==> src/rtl/wrs_pkg.sv <==
package wrs_pkg;

  localparam logic [6:0]  OPC_SYSTEM = 7'h73;
  localparam logic [11:0] F12_NTO    = 12'h00D;
  localparam logic [11:0] F12_STO    = 12'h01D;

  localparam int unsigned CAUSE_W = 5;
  localparam logic [CAUSE_W-1:0] CAUSE_ILLEGAL = 5'd2;
  localparam logic [CAUSE_W-1:0] CAUSE_VIRT    = 5'd22;

  localparam logic [1:0] PRIV_M = 2'b11;

  typedef enum logic [1:0] {
    TRAP_NONE = 2'd0,
    TRAP_ILL  = 2'd1,
    TRAP_VIRT = 2'd2
  } trap_e;

  typedef enum logic {
    ST_IDLE = 1'b0,
    ST_WAIT = 1'b1
  } state_e;

endpackage

==> src/rtl/wrs_decode.sv <==
module wrs_decode
  import wrs_pkg::*;
(
  input  logic [31:0] insn_i,
  output logic        is_nto_o,
  output logic        is_sto_o
);

  logic base_ok;

  always_comb begin
    base_ok  = (insn_i[6:0] == OPC_SYSTEM) && (insn_i[11:7] == 5'd0) &&
               (insn_i[14:12] == 3'd0) && (insn_i[19:15] == 5'd0);
    is_nto_o = base_ok && (insn_i[31:20] == F12_NTO);
    is_sto_o = base_ok && (insn_i[31:20] == F12_STO);
  end

endmodule

==> src/rtl/wrs_trap_sel.sv <==
module wrs_trap_sel
  import wrs_pkg::*;
(
  input  logic       is_nto_i,
  input  logic [1:0] priv_i,
  input  logic       virt_i,
  input  logic       tw_i,
  input  logic       vtw_i,
  output trap_e      trap_o
);

  logic below_m;

  always_comb begin
    below_m = (priv_i != PRIV_M);
    trap_o  = TRAP_NONE;
    if (is_nto_i && below_m) begin
      if (tw_i)                trap_o = TRAP_ILL;
      else if (virt_i && vtw_i) trap_o = TRAP_VIRT;
    end
  end

endmodule

==> src/rtl/wrs_wait_timer.sv <==
module wrs_wait_timer #(
  parameter int unsigned STO_CYCLES   = 1000,
  parameter int unsigned LIMIT_CYCLES = 4096
) (
  input  logic clk,
  input  logic rst_n,
  input  logic clr_i,
  input  logic en_i,
  output logic sto_hit_o,
  output logic lim_hit_o
);

  localparam int unsigned MAXV  = (STO_CYCLES > LIMIT_CYCLES) ? STO_CYCLES : LIMIT_CYCLES;
  localparam int unsigned CNT_W = $clog2(MAXV + 1);
  localparam logic [CNT_W-1:0] STO_LAST = CNT_W'(STO_CYCLES - 1);
  localparam logic [CNT_W-1:0] LIM_LAST = CNT_W'(LIMIT_CYCLES - 1);
  localparam logic [CNT_W-1:0] CNT_MAX  = CNT_W'(MAXV);

  logic [CNT_W-1:0] cnt_q, cnt_d;
  logic             cnt_en;

  always_comb begin
    cnt_en = clr_i || (en_i && (cnt_q != CNT_MAX));
    cnt_d  = clr_i ? '0 : cnt_q + 1'b1;
  end

  always_ff @(posedge clk or negedge rst_n) begin
    if (!rst_n)      cnt_q <= '0;
    else if (cnt_en) cnt_q <= cnt_d;
  end

  assign sto_hit_o = en_i && (cnt_q == STO_LAST);
  assign lim_hit_o = en_i && (cnt_q == LIM_LAST);


  cnt_bound_chk: assert property (@(posedge clk) disable iff (!rst_n)
    cnt_q <= CNT_MAX);

endmodule

==> src/rtl/wrs_stall_ctrl.sv <==
module wrs_stall_ctrl
  import wrs_pkg::*;
#(
  parameter int unsigned IRQ_W        = 12,
  parameter int unsigned STO_CYCLES   = 1000,
  parameter int unsigned LIMIT_CYCLES = 4096
) (
  input  logic               clk,
  input  logic               rst_n,
  input  logic               insn_valid_i,
  input  logic [31:0]        insn_i,
  input  logic [1:0]         priv_i,
  input  logic               virt_i,
  input  logic               rsv_valid_i,
  input  logic [IRQ_W-1:0]   irq_pend_i,
  input  logic               tw_i,
  input  logic               vtw_i,
  input  logic               spurious_i,
  output logic               stall_o,
  output logic               retire_o,
  output logic               excp_o,
  output logic [CAUSE_W-1:0] excp_cause_o
);

  state_e state_q, state_d;
  logic   short_q, short_d;
  trap_e  trap_q, trap_d, trap_sel;
  logic   retire_q, retire_d, excp_q, excp_d;
  logic [CAUSE_W-1:0] cause_q, cause_d;

  logic is_nto, is_sto, issue, release_ev, expire, sto_hit, lim_hit, waiting;

  wrs_decode u_decode (
    .insn_i   (insn_i),
    .is_nto_o (is_nto),
    .is_sto_o (is_sto)
  );

  wrs_trap_sel u_trap_sel (
    .is_nto_i (is_nto),
    .priv_i   (priv_i),
    .virt_i   (virt_i),
    .tw_i     (tw_i),
    .vtw_i    (vtw_i),
    .trap_o   (trap_sel)
  );

  assign waiting = (state_q == ST_WAIT);

  wrs_wait_timer #(
    .STO_CYCLES   (STO_CYCLES),
    .LIMIT_CYCLES (LIMIT_CYCLES)
  ) u_timer (
    .clk       (clk),
    .rst_n     (rst_n),
    .clr_i     (!waiting),
    .en_i      (waiting),
    .sto_hit_o (sto_hit),
    .lim_hit_o (lim_hit)
  );

  always_comb begin
    issue      = (state_q == ST_IDLE) && insn_valid_i && (is_nto || is_sto);
    release_ev = !rsv_valid_i || (|irq_pend_i) || spurious_i || (short_q && sto_hit);
    expire     = (trap_q != TRAP_NONE) && lim_hit;

    state_d  = state_q;
    short_d  = short_q;
    trap_d   = trap_q;
    retire_d = 1'b0;
    excp_d   = 1'b0;
    cause_d  = cause_q;

    unique case (state_q)
      ST_IDLE: begin
        if (issue) begin
          if (rsv_valid_i) begin
            state_d = ST_WAIT;
            short_d = is_sto;
            trap_d  = trap_sel;
          end else begin
            retire_d = 1'b1;
          end
        end
      end
      ST_WAIT: begin
        if (release_ev) begin
          state_d  = ST_IDLE;
          retire_d = 1'b1;
        end else if (expire) begin
          state_d = ST_IDLE;
          excp_d  = 1'b1;
          cause_d = (trap_q == TRAP_VIRT) ? CAUSE_VIRT : CAUSE_ILLEGAL;
        end
      end
      default: state_d = ST_IDLE;
    endcase
  end

  always_ff @(posedge clk or negedge rst_n) begin
    if (!rst_n) begin
      state_q  <= ST_IDLE;
      short_q  <= 1'b0;
      trap_q   <= TRAP_NONE;
      retire_q <= 1'b0;
      excp_q   <= 1'b0;
      cause_q  <= '0;
    end else begin
      state_q  <= state_d;
      retire_q <= retire_d;
      excp_q   <= excp_d;
      if (issue)  short_q <= short_d;
      if (issue)  trap_q  <= trap_d;
      if (excp_d) cause_q <= cause_d;
    end
  end

  assign stall_o      = waiting;
  assign retire_o     = retire_q;
  assign excp_o       = excp_q;
  assign excp_cause_o = cause_q;


  pulse_excl_chk: assert property (@(posedge clk) disable iff (!rst_n)
    !(retire_o && excp_o));

  end_pulse_chk: assert property (@(posedge clk) disable iff (!rst_n)
    $fell(stall_o) |-> (retire_o || excp_o));

  immediate_done_chk: assert property (@(posedge clk) disable iff (!rst_n)
    (!stall_o && insn_valid_i && (is_nto || is_sto) && !rsv_valid_i) |=> (retire_o && !stall_o));

  rsv_release_chk: assert property (@(posedge clk) disable iff (!rst_n)
    (stall_o && !rsv_valid_i) |=> (!stall_o && retire_o));

  irq_release_chk: assert property (@(posedge clk) disable iff (!rst_n)
    (stall_o && (|irq_pend_i)) |=> (!stall_o && retire_o));

  spur_release_chk: assert property (@(posedge clk) disable iff (!rst_n)
    (stall_o && spurious_i) |=> (!stall_o && retire_o));

  cause_code_chk: assert property (@(posedge clk) disable iff (!rst_n)
    excp_o |-> (excp_cause_o == CAUSE_ILLEGAL || excp_cause_o == CAUSE_VIRT));

  no_short_trap_chk: assert property (@(posedge clk) disable iff (!rst_n)
    excp_o |-> $past(stall_o && !short_q));

endmodule

==> config.mk <==
export PLATFORM = sky130hd
export DESIGN_NAME = wrs_stall_ctrl
export DESIGN_NICKNAME = d
export VERILOG_FILES = /design/src/rtl/wrs_pkg.sv /design/src/rtl/wrs_decode.sv /design/src/rtl/wrs_trap_sel.sv /design/src/rtl/wrs_wait_timer.sv /design/src/rtl/wrs_stall_ctrl.sv
export SDC_FILE = /design/constraint.sdc
export NUM_CORES = 1
export LEC_CHECK = 0
export BUFFER_PORTS_ARGS = -buffer_cell sky130_fd_sc_hd__buf_4
export CORE_MARGIN = 2
export CORE_UTILIZATION = 31
export CTS_CLUSTER_SIZE = 25
export DETAILED_ROUTE_END_ITERATION = 6
export REMOVE_ABC_BUFFERS = 1
export SLEW_MARGIN = 20
export SYNTH_ARGS = -nofsm -noshare
export SYNTH_HDL_FRONTEND = slang
export SYNTH_SLANG_ARGS = --single-unit
==> constraint.sdc <==
create_clock -name clk -period 1.9 [get_ports clk]
set_input_delay 0.57 -clock clk [delete_from_list [all_inputs] [get_ports clk]]
set_output_delay 0.57 -clock clk [all_outputs]
set_load 0.02 [all_outputs]
; Word-level counts from Yosys, hierarchy flattened
; Cells that the tools add are included.
[classes]
add_sub_neg = 1
n_mul = 0
div = 0
n_lt_le_gt_ge = 0
eq_ne = 8
shift = 0
muxes = 17
bitwise = 2
reduce_logical = 28
[op_table]
columns = op, count
row1 = logical AND 1 bit, 14
row2 = "adder 13 x 1 -> 13 bit, second input constant", 1
row3 = "== test 13 x 10 -> 1 bit, second input constant", 1
row4 = "== test 13 x 12 -> 1 bit, second input constant", 1
row5 = 2-to-1 mux 13 bit, 1
row6 = "inequality test 13 bit, second input constant", 1
row7 = "== test 12 x 4 -> 1 bit, second input constant", 1
row8 = "== test 12 x 5 -> 1 bit, second input constant", 1
row9 = OR reduction 12 bit, 1
row10 = logical NOT 5 bit, 2
row11 = 2-to-1 mux 1 bit, 10
row12 = "== test 7 bit, second input constant", 1
row13 = 2-to-1 mux 2 bit, 3
row14 = logical OR 1 bit, 5
row15 = 2-to-1 mux 5 bit, 1
row16 = case mux 1 bit (2 select lines), 2
row17 = AND reduction 4 bit, 1
row18 = logical NOT 3 bit, 1
row19 = AND reduction 3 bit, 1
row20 = "== test 2 bit, second input constant", 1
row21 = logical NOT 1 bit, 2
row22 = "inequality test 2 bit, second input constant", 1
row23 = inverter 1 bit, 2
row24 = nonzero test 2 bit, 1
[totals]
reg_bits = 24
latch_bits = 0
mem_bits_rw = 0
mem_bits_ro = 0
inputBits = 54
out_inout_bits = 8
mem_count = 0

; Longest topological paths before layout
; Gate-level depths: netlist (run 1).
[logic_depth]
depth_word = 9
depth_mapped = 6

; Hierarchy
; Synthesis (run 1) repeated with hierarchy kept, for this count alone.
[hier_totals]
cells_unflattened = 149
area_unflattened_um2 = 1390.1
[by_module_without_submodules]
columns = module, instances, cells_each, area_each_um2, seq_area_each_um2
row1 = wrs_wait_timer, 1, 94, 868.3, 325.3
row2 = wrs_stall_ctrl, 1, 38, 391.6, 200.2
row3 = wrs_decode, 1, 13, 103.8, 0.0
row4 = wrs_trap_sel, 1, 4, 26.3, 0.0

; Worst setup path before layout (run 1)
; OpenSTA, ideal clock, no wires.
[synth_timing]
path_type = input to register
from = in insn_i[15]
to = reg short_q
setup_time_ns = 0.125
arrival_ns = 1.730
required_ns = 1.775
path_slack_ns = 0.045
stages = 4
path_buffers = 0
cell_sequence = nor4b_1 nand4_1 nor4_4 mux2_2
[synth_between]
elab_chain_cells = 6
word_cells_on_any_way = 7
cone_classes = 7 x reduce/logical
[synth_rtl]
columns = element, line_no
row1 = from (decl), wrs_stall_ctrl.sv:11  ; input logic [31:0] insn_i,
row2 = logical NOT 5 bit *, wrs_decode.sv:13  ; (insn_i[14:12] == 3'd0) && (insn_i[19:15] == 5'd0);
row3 = logical AND 1 bit *, wrs_decode.sv:13
row4 = "logical AND 1 bit, on equally long branches", "wrs_decode.sv:14, wrs_decode.sv:15"
row5 = logical OR 1 bit, wrs_stall_ctrl.sv:63  ; issue = (state_q == ST_IDLE) && insn_valid_i && (is_nto || is_sto);
row6 = logical AND 1 bit, wrs_stall_ctrl.sv:63
row7 = AND reduction 3 bit (no line), -
row8 = to (signal assigned), wrs_stall_ctrl.sv:112  ; if (issue) short_q <= short_d;
row9 = to (decl), wrs_stall_ctrl.sv:26  ; logic short_q, short_d;
; Every way passes the cells marked *; elsewhere a longest branch is shown, timed or not.
; A chain may end at the register's enable or synchronous reset.

; Worst setup path in the final report (run 1)
[layout_timing]
from = reg u_timer.cnt_q[3]
to = reg cause_q[1] (netlist: excp_cause_o[1])
[layout_between]
elab_chain_cells = 7
word_cells_on_any_way = 12
cone_classes = 2 x eq/ne / 3 x mux / 1 x bitwise / 6 x reduce/logical
[layout_rtl]
columns = element, line_no
row1 = from (decl), wrs_wait_timer.sv:19  ; logic [CNT_W-1:0] cnt_q, cnt_d;
row2 = from (signal assigned), wrs_wait_timer.sv:29  ; else if (cnt_en) cnt_q <= cnt_d;
row3 = == test 13 x 12 -> 1 bit or == test 13 x 10 -> 1 bit (tied branches), "wrs_wait_timer.sv:33, wrs_wait_timer.sv:32"
row4 = "logical AND 1 bit, on equally long branches", "wrs_wait_timer.sv:33, wrs_wait_timer.sv:32"
row5 = "logical AND 1 bit, on equally long branches", "wrs_stall_ctrl.sv:65, wrs_stall_ctrl.sv:64"
row6 = 2-to-1 mux 1 bit or logical OR 1 bit (tied branches), "wrs_stall_ctrl.sv:90, wrs_stall_ctrl.sv:64"
row7 = 2-to-1 mux 1 bit, wrs_stall_ctrl.sv:87  ; if (release_ev) begin
row8 = 2-to-1 mux 1 bit, wrs_stall_ctrl.sv:74  ; unique case (state_q)
row9 = AND reduction 4 bit (no line) *, -
row10 = to (signal assigned), wrs_stall_ctrl.sv:114  ; if (excp_d) cause_q <= cause_d;
row11 = to (decl), wrs_stall_ctrl.sv:29  ; logic [CAUSE_W-1:0] cause_q, cause_d;
; Marks and branches as above.

==> metrics.md, run 1 <==
| Metric | Value |
|---|---|
| Fin area | 1860 sq um |
| Cell Count, Final, Fillers Out | 241 |
| Maximum vdd drop | 0.367 mV |
| Crit path launch | u_timer.cnt_q[3] |
| Post-synthesis average cell area | 10.3 sq um |
| Most frequent cells in the layout | 68 x buf_4, 21 x dfrtp_1, 9 x nor4_1 |
| Status | finished, final reports clean |
| Initial core utilization | 31.9% |
| Critical R2R Capture | excp_cause_o[1] |
| Clk buf depth | 2 |
| Final hold vios | 0 |
| Vias in the first global route | 1097 |
| Cell Chain, Critical Path | or4_4 -> nor4_4 -> or2_1 -> buf_4 -> o21bai_1 |
| Yosys reg bits | 21 |
| Antenna fix cells | 0 |
| Type of the most critical hold path | in2async |
| Levels on crit path | 5 |
| Die Area | 4610 sq um |
| Routed wire length | 3.16 mm |
| Via count | 1181 |
| Core Area | 3970 sq um |
| Routed vias/inst | 4.90 |
| Total power | 842 uW |
| Unrepaired setup endpoints after global routing | no |
| Die W | 67.9 um |
| Setup crit end kind | flip-flop |
| Iteration-0 DRC Markers | 37 |
| Cts repair resizes | 0 |
| PnR worst setup slack | 0.103 ns |
| Crit Path Class | reg2reg |
| DRC | 0 |
| Library cells used by synthesis | 39 |
| Static Leakage | 0.000841 uW |
| First-pass GRT wire length | 4.83 mm |
| NumNets Final | 248 |
| Largest cells by area after synthesis | dfrtp_1 42%, nor4_1 4.4%, xnor2_1 4.2%, and2_1 3.5%, nor4_4 3.4% |
| Synthesized area | 1270 sq um |
| TritonCTS clock tree | done |
| CTS Hold Bufs | 0 |
| Initial antenna violation count | 0 |
| GP Congestion | 0.788 |
| Delay-heaviest family, CP | simple AND/OR/NAND/NOR gates |
| Share of the synthesized area in the top cell type | 41.5% |
| Tot GR Track Use | 13.6% |
| Reg clk slew, reported paths | 0.08 ns |
| Share of layout cells above drive strength 1 | 41.4% |
| Die Ht | 67.9 um |
| Placed cell count | 237 |
| CTS Buf Count | 3 |
| Worst r2r path cells | 5 |
| Buffers on Ports | 59 |
| Skew-Pair Late Insertion Delay | 0.26 ns |
| Clock skew | 0.00481 ns |
| Routed Antenna Nets | 0 |
| Area added between synthesis and finish | 46.7% |
| CP max FO | 4 |
| Root buf cell | clkbuf_8 |
| Yosys Warn Count | 0 |
| Global route overflow | 0 |
| Seq/Total Area, Yosys | 41.5% |
| Setup_tns | 0 ns |
| Final Setup Violations | 0 |
| Fin crit period | 1.80 ns |
| Post-CTS Setup Inserts | 0 |
| 1st-pass router iterations | 4 |
| Slew Viols, Final | 0 |
| Critical Path Max Stage Delay | 0.57 ns |
| Top cell type by total area after synthesis | dfrtp_1 |
| F_max | 557 MHz |
| Max cap viols | 0 |
| CP Data Required Time | 2.04 ns |
| Placement Cell Area | 1810 sq um |
| HPWL Detailed | 2.60 mm |
| R2r setup slk | 0.10 ns |
| FP Rows | 23 |
| H-tree depth | 1 |
| I/O pin total | 62 |
| End of the critical path | excp_cause_o[1] |
| Mapped Cells | 123 |
| Post-DR wirelength/cell | 13.1 um |
| Fillers | 386 |
| Worst slack, placed | -0.0932 ns |
| Largest net degree at the start of global routing | 22 |
| Pwr Density | 453 nW/um^2 |
| CP arrival | 1.94 ns |
| Most common cell after layout, fill and taps aside | buf_4 |
| R2R Path Start | u_timer.cnt_q[3] |
| Setup crit start kind | flip-flop |
| Slowest cell on crit path | or4_4 |
| Clock Sinks | 21 |
| CP bufs+invs | 1 |
| Final period utilization | 94.6% |
report_power, final:
group          leakage (uW)  internal, uW  switching (uW)
clock network     0.0000228           149             138
logic              0.000541          75.4            32.6
registers          0.000278           447     0.000000306
Yosys cell counts (all sizes together):
cell type  number
nand4b          2
and4b           1
nor4           11
o31a            1
xnor2           6
and3b           1
nand4           5
xor2            2
or4             2
a21oi           1
and2            7
conb            1
o21ai           3
nand3           5
or2             1
nor2            2
nand2b          2
inv             8
clkbuf          2
nor3            3
a21o            2
nor4b           2
or3             2
nand2           5
nor2b           3
dfrtp          21
nand3b          2
o21bai          1
mux2i           3
o41ai           3
ha              2
a21boi          4
buf             3
nor4bb          3
mux2            1
through the flow:
stage | utilization (%) | hold slack (ns)
2_1_floorplan | - | 0.274
3_3_place_gp | 45.7 | 0.467
3_5_place_dp | 45.7 | 0.469
4_1_cts | 46.8 | 0.191
5_1_grt | 46.8 | 0.197
6_report | 46.8 | 0.178
cell type report:
class | instances | area, sq um | share of cell area [%]
Multi-Input combinational cell | 90 | 684 | 36.8
Sequential cell | 21 | 526 | 28.3
Timing Repair Buffer | 68 | 510 | 27.5
Tap cell | 50 | 62.6 | 3.37
Clock buffer | 4 | 45.0 | 2.42
Inverter | 8 | 30.0 | 1.62
routing by layer:
| layer | track usage, % | part of all wire [%] |
|---|---|---|
| met1 | 18.5 | 43 |
| met2 | 22.5 | 53 |
| met3 | 2.14 | 2.9 |
| met4 | 3.75 | 0.85 |
| met5 | 0 | 0 |
how the worst min path moves through the flow:
stage                          startpoint           endpoint  cells after the start
after detailed placement  excp_cause_o[1]    excp_cause_o[1]                      1
after CTS                           rst_n   u_timer.cnt_q[1]                      1
after global routing                rst_n  u_timer.cnt_q[11]                      1
final                               rst_n   u_timer.cnt_q[5]                      1
after global placement              rst_n   u_timer.cnt_q[6]                      1
after floorplan                     rst_n    excp_cause_o[1]                      0
cells by family after synthesis:
logic type	Yosys count	synth area share [%]
and+or+nand+nor	59	33.6
DFF	21	41.5
AOI/OAI and AO/OA	15	9.09
buffers and inverters	13	4.74
xor gates and xnor gates	8	5.53
muxes	4	3.26
adders and majority gates	2	1.98
other	1	0.296
sequential cells by signal, summed over array words and instances (netlist names):
| register | cells |
|---|---|
| u_timer.cnt_q | 13 |
| excp_cause_o | 2 |
| trap_q | 2 |
| excp_o | 1 |
| retire_o | 1 |
| short_q | 1 |
| stall_o | 1 |
(Power assumes the default switching activity.)
==> inputs of run 2 (changes only) <==
--- a/config.mk
+++ b/config.mk
@@ -5,6 +5,7 @@
 export SDC_FILE = /design/constraint.sdc
 export NUM_CORES = 1
 export LEC_CHECK = 0
+export ABC_AREA = 1
 export BUFFER_PORTS_ARGS = -buffer_cell sky130_fd_sc_hd__buf_4
 export CORE_MARGIN = 2
 export CORE_UTILIZATION = 31
==> metrics.md, run 2 <==
| Metric | Value |
|---|---|
| Reg clk slew, reported paths | 0.08 ns |
| Routed Antenna Nets | 0 |
| Static Leakage | 0.000950 uW |
| Async SR Flop Fraction | 100% |
| CTS Hold Bufs | 0 |
| Most frequent cells in the layout | 60 x buf_4, 37 x nor2_1, 37 x nand2_1 |
| Cts repair resizes | 0 |
| CTS Buf Count | 3 |
| Vias in the first global route | 1348 |
| Routed vias/inst | 4.51 |
| First-pass GRT wire length | 5.59 mm |
| Total power | 865 uW |
| Setup crit start kind | flip-flop |
| Unrepaired setup endpoints after global routing | no |
| Placement Cell Area | 1870 sq um |
| Most common cell after layout, fill and taps aside | buf_4 |
| Initial core utilization | 31.9% |
| Critical Path Max Stage Delay | 0.51 ns |
| Synth top cells by count | 37 x nand2_1, 37 x nor2_1, 28 x inv_1, 21 x dfrtp_1, 19 x nand3_1 |
| Top cell type by total area after synthesis | dfrtp_1 |
| Clock Sinks | 21 |
| CP arrival | 0.97 ns |
| Largest net degree at the start of global routing | 22 |
| Iteration-0 DRC Markers | 88 |
| Final hold vios | 0 |
| Hold slack | 0.181 ns |
| Core Area | 4320 sq um |
| Final Setup Violations | 0 |
| Number of flip-flops in the largest register | 13 |
| HPWL Detailed | 2.66 mm |
| Global route overflow | 0 |
| Yosys Warn Count | 0 |
| Initial antenna violation count | 0 |
| CP Data Required Time | 1.33 ns |
| Final period utilization | 81.0% |
| Delay-heaviest family, CP | flip-flops |
| DRC | 0 |
| Setup_tns | 0 ns |
| Share of layout cells above drive strength 1 | 29.2% |
| H-tree depth | 1 |
| Number of synthesized flops with an enable pin | 0 |
| Top_reg_cell synth | dfrtp_1 |
| Clock skew | 0.00270 ns |
| Share of the synthesized area in the top cell type | 38.1% |
| CP bufs+invs | 1 |
| Skew-Pair Late Insertion Delay | 0.26 ns |
| CP max FO | 8 |
| 1st-pass router iterations | 4 |
| Max cap viols | 0 |
| Routed wire length | 3.18 mm |
| Cell Chain, Critical Path | buf_4 |
| Setup crit end kind | output pin |
| Fin area | 1920 sq um |
| NumNets Final | 321 |
| Library cells used by synthesis | 27 |
| Die W | 70.7 um |
| Yosys reg bits | 21 |
| Die Ht | 70.7 um |
| Tot GR Track Use | 13.8% |
| Post-CTS Setup Inserts | 0 |
| Crit Path Class | reg2out |
| Via count | 1426 |
| Maximum vdd drop | 0.282 mV |
| FP Rows | 24 |
| GP Congestion | 0.762 |
| Die Area | 4990 sq um |
| Fin crit period | 1.54 ns |
| Area added between synthesis and finish | 39.1% |
| Status | finished, final reports clean |
| Reg with most FFs | u_timer.cnt_q |
| Pwr Density | 451 nW/um^2 |
| Largest cells by area after synthesis | dfrtp_1 38%, nand2_1 10%, nor2_1 10%, inv_1 7.6%, nand3_1 6.9% |
| Fin util | 44.3% |
| Buffers on Ports | 59 |
| Fillers | 479 |
| Synthesized area | 1380 sq um |
| Post-synthesis average cell area | 6.79 sq um |
| Clk buf depth | 2 |
| Seq/Total Area, Yosys | 38.1% |
| Root buf cell | clkbuf_8 |
| I/O pin total | 62 |
| TritonCTS clock tree | done |
| F_max | 650 MHz |
| Post-DR wirelength/cell | 10.1 um |
| Antenna fix cells | 0 |
| Slew Viols, Final | 0 |
| Mapped Cells | 203 |
| Slowest cell on crit path | dfrtp_1 |
| Type of the most critical hold path | in2async |
## run 2: cell types whose count changed after synthesis, sizes merged, moves of 9 or more
cell / before / now
nor2: 2 / 40
nand2: 5 / 39
inv: 8 / 31
nand3: 5 / 20
a21oi: 1 / 11
nor4: 11 / 1
o21ai: 3 / 12
## run 2: routing by layer
| layer | vias up | routed length, um | global-route usage, % |
|---|---|---|---|
| met4 | 0 | 59 | 6.29 |
| met3 | 4 | 191 | 1.99 |
| met2 | 47 | 1430 | 22.1 |
| li1 | 765 | - | - |
| met5 | - | 0 | 0 |
| met1 | 610 | 1500 | 18.4 |
## run 2: cell type report
cell class	count	area, sq um	area share, %
tap	52	65.1	3.39
multi-input combinational	147	708	36.9
clock inverter	1	5.00	0.261
inverter	32	121	6.33
clock buffer	3	41.3	2.15
sequential	21	526	27.4
timing repair buffer	60	450	23.5
## run 2: path summary, 6_finish.rpt
path | from | end | slack, ns | cells past startpoint
max in group asynchronous | rst_n | u_timer.cnt_q[0] | 1.51 | 1
max | stall_o | stall_o | 0.36 | 1
min | rst_n | trap_q[1] | 0.18 | 1
max reg2reg | u_timer.cnt_q[0] | u_timer.cnt_q[12] | 0.41 | 10
min in group clk | excp_cause_o[1] | excp_cause_o[1] | 0.46 | 1
min reg2reg | excp_cause_o[1] | excp_cause_o[1] | 0.46 | 1
## run 2: report_power, final
group | total, uW | internal (uW) | switching (uW) | leakage, uW
registers | 446 | 446 | 0.0000000304 | 0.000294
clock network | 296 | 146 | 150 | 0.0000255
logic | 123 | 78.5 | 44.7 | 0.000631
total | 865 | 671 | 194 | 0.000950
## run 2: kinds of logic after synthesis
family	Yosys count	share of synthesized area [%]
AO/OA/AOI/OAI	24	9.17
adder cells (fa/ha/maj)	2	1.82
buffers and inverters	36	10.7
flip-flops	21	38.1
other	1	0.272
AND/OR/NAND/NOR	119	39.9
## run 2: through the flow
stage | setup slack, ns | instances
2_1_floorplan | 0.404 | 200
3_3_place_gp | 0.183 | 312
3_5_place_dp | 0.117 | 312
4_1_cts | 0.343 | 316
5_1_grt | 0.166 | 316
6_report | 0.362 | 316
